<file path="src/rtl/dram_strobe_pkg.sv">
package dram_strobe_pkg;
  typedef enum logic [2:0] {
    CYC_IDLE,
    CYC_PEND,
    CYC_FETCH,
    CYC_READ,
    CYC_WRITE,
    CYC_REFRESH
  } cyc_kind_t;
endpackage

</file>
<file path="src/rtl/dstrb_reset_sync.sv">
module dstrb_reset_sync #(
  parameter int STAGES = 2
) (
  input  logic clk,
  input  logic rst_n,
  output logic rst_sync_n
);
  logic [STAGES-1:0] chain_q;

  always_ff @(posedge clk or negedge rst_n) begin
    if (!rst_n) chain_q <= '0;
    else        chain_q <= {chain_q[STAGES-2:0], 1'b1};
  end

  assign rst_sync_n = chain_q[STAGES-1];
endmodule

</file>
<file path="src/rtl/dstrb_decode.sv">
module dstrb_decode
  import dram_strobe_pkg::*;
(
  input  logic      mreq_n,
  input  logic      m1_n,
  input  logic      rfsh_n,
  input  logic      rd_n,
  input  logic      wr_n,
  output logic      mreq_act,
  output cyc_kind_t kind
);
  always_comb begin
    mreq_act = ~mreq_n;
    if (mreq_n)       kind = CYC_IDLE;
    else if (!rfsh_n) kind = CYC_REFRESH;
    else if (!m1_n)   kind = CYC_FETCH;
    else if (!rd_n)   kind = CYC_READ;
    else if (!wr_n)   kind = CYC_WRITE;
    else              kind = CYC_PEND;
  end
endmodule

</file>
<file path="src/rtl/dstrb_rise.sv">
module dstrb_rise
  import dram_strobe_pkg::*;
#(
  parameter int WAIT_CLKS = 1
) (
  input  logic      clk,
  input  logic      rst_n,
  input  logic      mreq_act,
  input  cyc_kind_t kind,
  input  logic      ras_state,
  input  logic      fall_tok,
  output logic      rise_tok,
  output logic      rfsh_q,
  output logic      wait_q
);
  localparam int CW = $clog2(WAIT_CLKS + 2);

  logic          first;
  logic          tok_nxt, rfsh_nxt, wait_nxt, cnt_en;
  logic [CW-1:0] cnt_q, cnt_nxt;

  // a new cycle: request active while the row strobe state is clear
  always_comb begin
    first    = mreq_act & ~ras_state;
    tok_nxt  = first ? ~fall_tok : rise_tok;
    rfsh_nxt = first ? (kind == CYC_REFRESH) : rfsh_q;
    if (first && kind == CYC_FETCH) cnt_nxt = CW'(WAIT_CLKS);
    else if (cnt_q != '0)           cnt_nxt = cnt_q - CW'(1);
    else                            cnt_nxt = '0;
    wait_nxt = (cnt_nxt != '0);
    cnt_en   = first | (cnt_q != '0);
  end

  always_ff @(posedge clk or negedge rst_n) begin
    if (!rst_n) begin
      rise_tok <= 1'b0;
      rfsh_q   <= 1'b0;
      cnt_q    <= '0;
      wait_q   <= 1'b0;
    end else if (cnt_en) begin
      rise_tok <= tok_nxt;
      rfsh_q   <= rfsh_nxt;
      cnt_q    <= cnt_nxt;
      wait_q   <= wait_nxt;
    end
  end
endmodule

</file>
<file path="src/rtl/dstrb_fall.sv">
module dstrb_fall
  import dram_strobe_pkg::*;
(
  input  logic      clk,
  input  logic      rst_n,
  input  logic      mreq_act,
  input  cyc_kind_t kind,
  input  logic      ras_state,
  input  logic      rfsh_q,
  input  logic      rise_tok,
  output logic      fall_tok,
  output logic      cas_q,
  output logic      mux_q
);
  logic access, strobe_ok;
  logic tok_nxt, cas_nxt, mux_nxt;

  always_comb begin
    access    = ras_state & mreq_act & ~rfsh_q;
    strobe_ok = (kind == CYC_FETCH) | (kind == CYC_READ) | (kind == CYC_WRITE);
    // an idle falling edge closes the row strobe state
    tok_nxt   = mreq_act ? fall_tok : rise_tok;
    mux_nxt   = mreq_act & (mux_q | access);
    cas_nxt   = mreq_act & (cas_q | (access & strobe_ok));
  end

  always_ff @(negedge clk or negedge rst_n) begin
    if (!rst_n) begin
      fall_tok <= 1'b0;
      cas_q    <= 1'b0;
      mux_q    <= 1'b0;
    end else begin
      fall_tok <= tok_nxt;
      cas_q    <= cas_nxt;
      mux_q    <= mux_nxt;
    end
  end
endmodule

</file>
<file path="src/rtl/dram_strobe_gen.sv">
module dram_strobe_gen
  import dram_strobe_pkg::*;
#(
  parameter int WAIT_CLKS   = 1,
  parameter int SYNC_STAGES = 2
) (
  input  logic clk,
  input  logic rst_n,
  input  logic mreq_n,
  input  logic m1_n,
  input  logic rfsh_n,
  input  logic rd_n,
  input  logic wr_n,
  output logic ras_n,
  output logic cas_n,
  output logic mux_col,
  output logic wait_n
);
  logic      rst_sync_n;
  logic      mreq_act;
  cyc_kind_t kind;
  logic      rise_tok, fall_tok, ras_state;
  logic      rfsh_q, wait_q, cas_q, mux_q;

  dstrb_reset_sync #(.STAGES(SYNC_STAGES)) u_rst (
    .clk(clk), .rst_n(rst_n), .rst_sync_n(rst_sync_n)
  );

  dstrb_decode u_dec (
    .mreq_n(mreq_n), .m1_n(m1_n), .rfsh_n(rfsh_n), .rd_n(rd_n), .wr_n(wr_n),
    .mreq_act(mreq_act), .kind(kind)
  );

  // parity of two single-edge flops: each edge bank flips only its own
  assign ras_state = rise_tok ^ fall_tok;

  dstrb_rise #(.WAIT_CLKS(WAIT_CLKS)) u_rise (
    .clk(clk), .rst_n(rst_sync_n), .mreq_act(mreq_act), .kind(kind),
    .ras_state(ras_state), .fall_tok(fall_tok), .rise_tok(rise_tok),
    .rfsh_q(rfsh_q), .wait_q(wait_q)
  );

  dstrb_fall u_fall (
    .clk(clk), .rst_n(rst_sync_n), .mreq_act(mreq_act), .kind(kind),
    .ras_state(ras_state), .rfsh_q(rfsh_q), .rise_tok(rise_tok),
    .fall_tok(fall_tok), .cas_q(cas_q), .mux_q(mux_q)
  );

  assign ras_n   = ~(ras_state & mreq_act);
  assign cas_n   = ~(cas_q & mreq_act);
  assign mux_col = mux_q & mreq_act;
  assign wait_n  = ~(wait_q & mreq_act);
endmodule

</file>
<file path="config.mk">
export PLATFORM = sky130hd
export DESIGN_NAME = dram_strobe_gen
export DESIGN_NICKNAME = d
export VERILOG_FILES = /design/src/rtl/dram_strobe_pkg.sv /design/src/rtl/dstrb_reset_sync.sv /design/src/rtl/dstrb_decode.sv /design/src/rtl/dstrb_rise.sv /design/src/rtl/dstrb_fall.sv /design/src/rtl/dram_strobe_gen.sv
export SDC_FILE = /design/constraint.sdc
export NUM_CORES = 1
export LEC_CHECK = 0
export BUFFER_PORTS_ARGS = -buffer_cell sky130_fd_sc_hd__buf_2
export CAP_MARGIN = 10
export CORE_AREA = 2 2 39 41
export DETAILED_ROUTE_END_ITERATION = 16
export DIE_AREA = 0 0 41 43
export GPL_ROUTABILITY_DRIVEN = 0
export HOLD_SLACK_MARGIN = 0.08
export MAX_ROUTING_LAYER = met4
export REMOVE_ABC_BUFFERS = 1
export SLEW_MARGIN = 30
export SYNTH_ARGS = -nofsm -noshare
export SYNTH_HDL_FRONTEND = slang
export SYNTH_SLANG_ARGS = --single-unit
</file>
<file path="constraint.sdc">
create_clock -name clk -period 1.2 [get_ports clk]
set_input_delay 0.24 -clock clk [delete_from_list [all_inputs] [get_ports clk]]
set_output_delay 0.24 -clock clk [all_outputs]
set_load 0.02 [all_outputs]
</file>
==> results.toml <==
[synthesis]
synthesis.yosys.warnings = 0
synthesis.instances = 36
ys_seq_elements = 10
netlist_area_sq_um = 392
synth_cell_types = 16
yosysSeqAreaShare = 0.639
postSynthAreaPerCell_sq_um = 10.9

[cts]
clk_root_buffer_cell = "clkbuf_4"
clk_transition_reported_paths_ns = 0.07
ctsLongestPathBuffers = 2
cts.sink_count = 10
cts_made_buffers = 3
tritoncts = "built"
worstSkewPairLatency_ns = 0.27
h-tree-depth = 1

[setup_path]
r2r_end = "u_rise.cnt_q[1]"
rrSetupSlack_ns = -0.87
data_required_time_of_the_worst_path_ns = 0.96
timing.critical_path.fanout_max = 2
critical_path_class = "flop to primary output"
rr_startpoint = "u_fall.fall_tok"
r2r_cells = 4
crit_path_max_incr_delay_ns = 0.45
cpLargestDelayFamily = "flip-flops"
critical_path.slowest_cell = "dfrtn_1"
critPathCaptureType = "primary output"
cp_num_buf_inv = 1
crit_path_cell_trace = "xor2_2 > or2b_1 > buf_6"
crit_start = "u_fall.fall_tok"
setup.worst_path.start_class = "flop"
worst_ep_arrival_time_ns = 1.85

[sta]
final.hold.worst_slack_ns = 0.0930
finClkSkew_ns = 0.0110
grt_setup_unrepaired = "true"
final-setup-viol-count = 11
timing.final.max_slew_violations = 0
final.setup.tns_ns = -6.41
hold_viol = 0
final_critical_path_setup_slack_ns = -0.894

[route]
detail_route.vias_per_cell = 4.39
routed-via-count = 334
detail_route.wl_per_cell_um = 10.6
finalWirelength_um = 807
drt_iter0_drc = 5
firstDrtPassIters = 3
drtAntennaViolNets = 0
post_route_drc_violation_count = 0

[place]
detailedPlace.worstSlack_ns = -0.735
place.port_buffers = 10
detailedPlacementHpwl_um = 558
place_area_sq_um = 495

[pwr]
power_leakage_nw = 0.336
worst_ir_drop_vdd_v = 0.000552
share_clk_of_total_power = 0.285
comb_power_share = 0.307
part_of_the_total_power_dissipated_in_sequential_elements = 0.408
power.density_cell_area_mw_per_mm2 = 1550
power_report.internal_total_w = 0.000756
swShare = 0.274
switching_power_w = 0.000286

[global_route]
number_of_global_route_vias_before_repair = 318
grt_start_max_net_pins = 10
grt_first_pass_wirelength_um = 1180
globalRouteMet2Util = 0.159
grt_use_total = 0.108
use_met1 = 0.116
grt_overflow_total = 0
grt_use_met3 = 0.0314
antenna_found_initial = 0
gr-max-usage-layer = "met2"

[floorplan]
design.core.area_sq_mm = 0.00138
floorplan.initialDensity = 0.283
io_pins = 11
std_cell_rows = 14
chipHeight_um = 43
die_width_um = 41
die_area_sq_mm = 0.00176

[hold_path]
min-delay-path-class = "flop to asynchronous set/reset pin"

[finish]
num_antenna_cells = 0
fraction_of_layout_cells_with_a_size_suffix_above_1 = 0.617
area_growth_pct = 71.6
nets_finish = 68
design_area_sq_um = 672

[outcome]
status = "finished with violations"
failing_checks = "negative setup slack"

[run]
maxCapViolCount = 0
==> cells by family (layout without fill, tap and decap cells) <==
kind of cell,Yosys count,after routing,share of synthesized area
simple gates,14,14,0.204
flops,10,10,0.639
compound gates,7,7,0.0959
buf+inv,3,27,0.0288
other cells,1,1,0.00958
xor+xnor,1,1,0.0224
==> how the worst max path moves through the flow <==
stage,cells after the start,slack (ns),endpoint
3_5_place_dp,3,-0.74,u_rise.cnt_q[1]
4_1_cts,3,-0.90,ras_n
5_1_grt,3,-0.92,ras_n
6_report,3,-0.89,ras_n
3_3_place_gp,3,-0.69,u_rise.cnt_q[1]
2_1_floorplan,3,-0.74,u_rise.cnt_q[1]
==> repair_timing <==
action	4_1_cts	5_1_grt
gates resized for setup	23	7
pin swaps	3	5
hold buffers	1	0
buffers inserted	5	2
hold endpoints to repair	2	0
cloned	0	0
endpoints found under the setup margin	11	11
==> worst reg2reg max path, stage by stage, from the launching register on <==
cell	delay, ns
dfrtn_1	0.37
xor2_2	0.18
buf_4	0.14
or4b_4	0.49
and3_4	0.16
==> metrics by stage <==
step,std cells,power (W),utilization
2_1_floorplan,35,0.000520,-
5_1_grt,76,0.00110,0.486
3_3_place_gp,66,0.000596,0.358
6_report,76,0.00104,0.486
4_1_cts,75,0.00103,0.463
3_5_place_dp,66,0.000605,0.358
==> registers in the layout, summed over array words and instances, names as in the netlist <==
signal and flops:
u_fall.fall_tok 1, u_fall.cas_q 1, u_rise.rise_tok 1, u_rise.cnt_q 2, u_fall.mux_q 1, u_rise.rfsh_q 1, u_rst.chain_q 2, u_rise.wait_q 1
==> area by class of cell <==
| cell class | instances | area (sq um) |
|---|---|---|
| fill | 131 | 712 |
| sequential | 10 | 250 |
| multi-input combinational | 23 | 193 |
| timing repair buffer | 21 | 165 |
| clock buffer | 4 | 36.3 |
| tap | 16 | 20.0 |
| inverter | 2 | 7.51 |
==> Yosys cell counts <==
master,instances,area [sq um]
dfrtp_1,7,175
o21ai_0,6,30.0
dfrtn_1,3,75.1
nand2_1,3,11.3
nand2b_1,3,18.8
inv_1,2,7.51
nand3_1,2,10.0
nor2b_1,2,12.5
and3_1,1,6.26
clkbuf_1,1,3.75
conb_1,1,3.75
nor2_1,1,3.75
o31ai_1,1,7.51
or2b_1,1,7.51
or4b_1,1,10.0
xor2_1,1,8.76
==> power by group through the flow <==
stage,registers (W),logic [W],clock network (W)
global route,0.000431,0.000349,0.000324
floorplan,0.000417,0.000103,0
CTS,0.000423,0.000291,0.000312
finish,0.000425,0.000320,0.000297
global placement,0.000420,0.000176,0
detailed placement,0.000423,0.000182,0
==> cell usage in the layout (no fill, tap or decap), drive strengths merged <==
master        n
nand2         3
nor2          1
xor2          1
or2b          1
dfrtp         7
inv           2
nand3         2
or4b          1
dfrtn         3
o31ai         1
buf          20
conb          1
and3          1
dlygate4sd3   1
o21ai         6
nand2b        3
nor2b         2
clkbuf        4
==> metal layers <==
layer	routed length, um	share of wire
met1	346	0.43
met2	419	0.52
met3	41	0.051
met4	0	0
met5	0	0
Power figures use the tool's default switching activity.
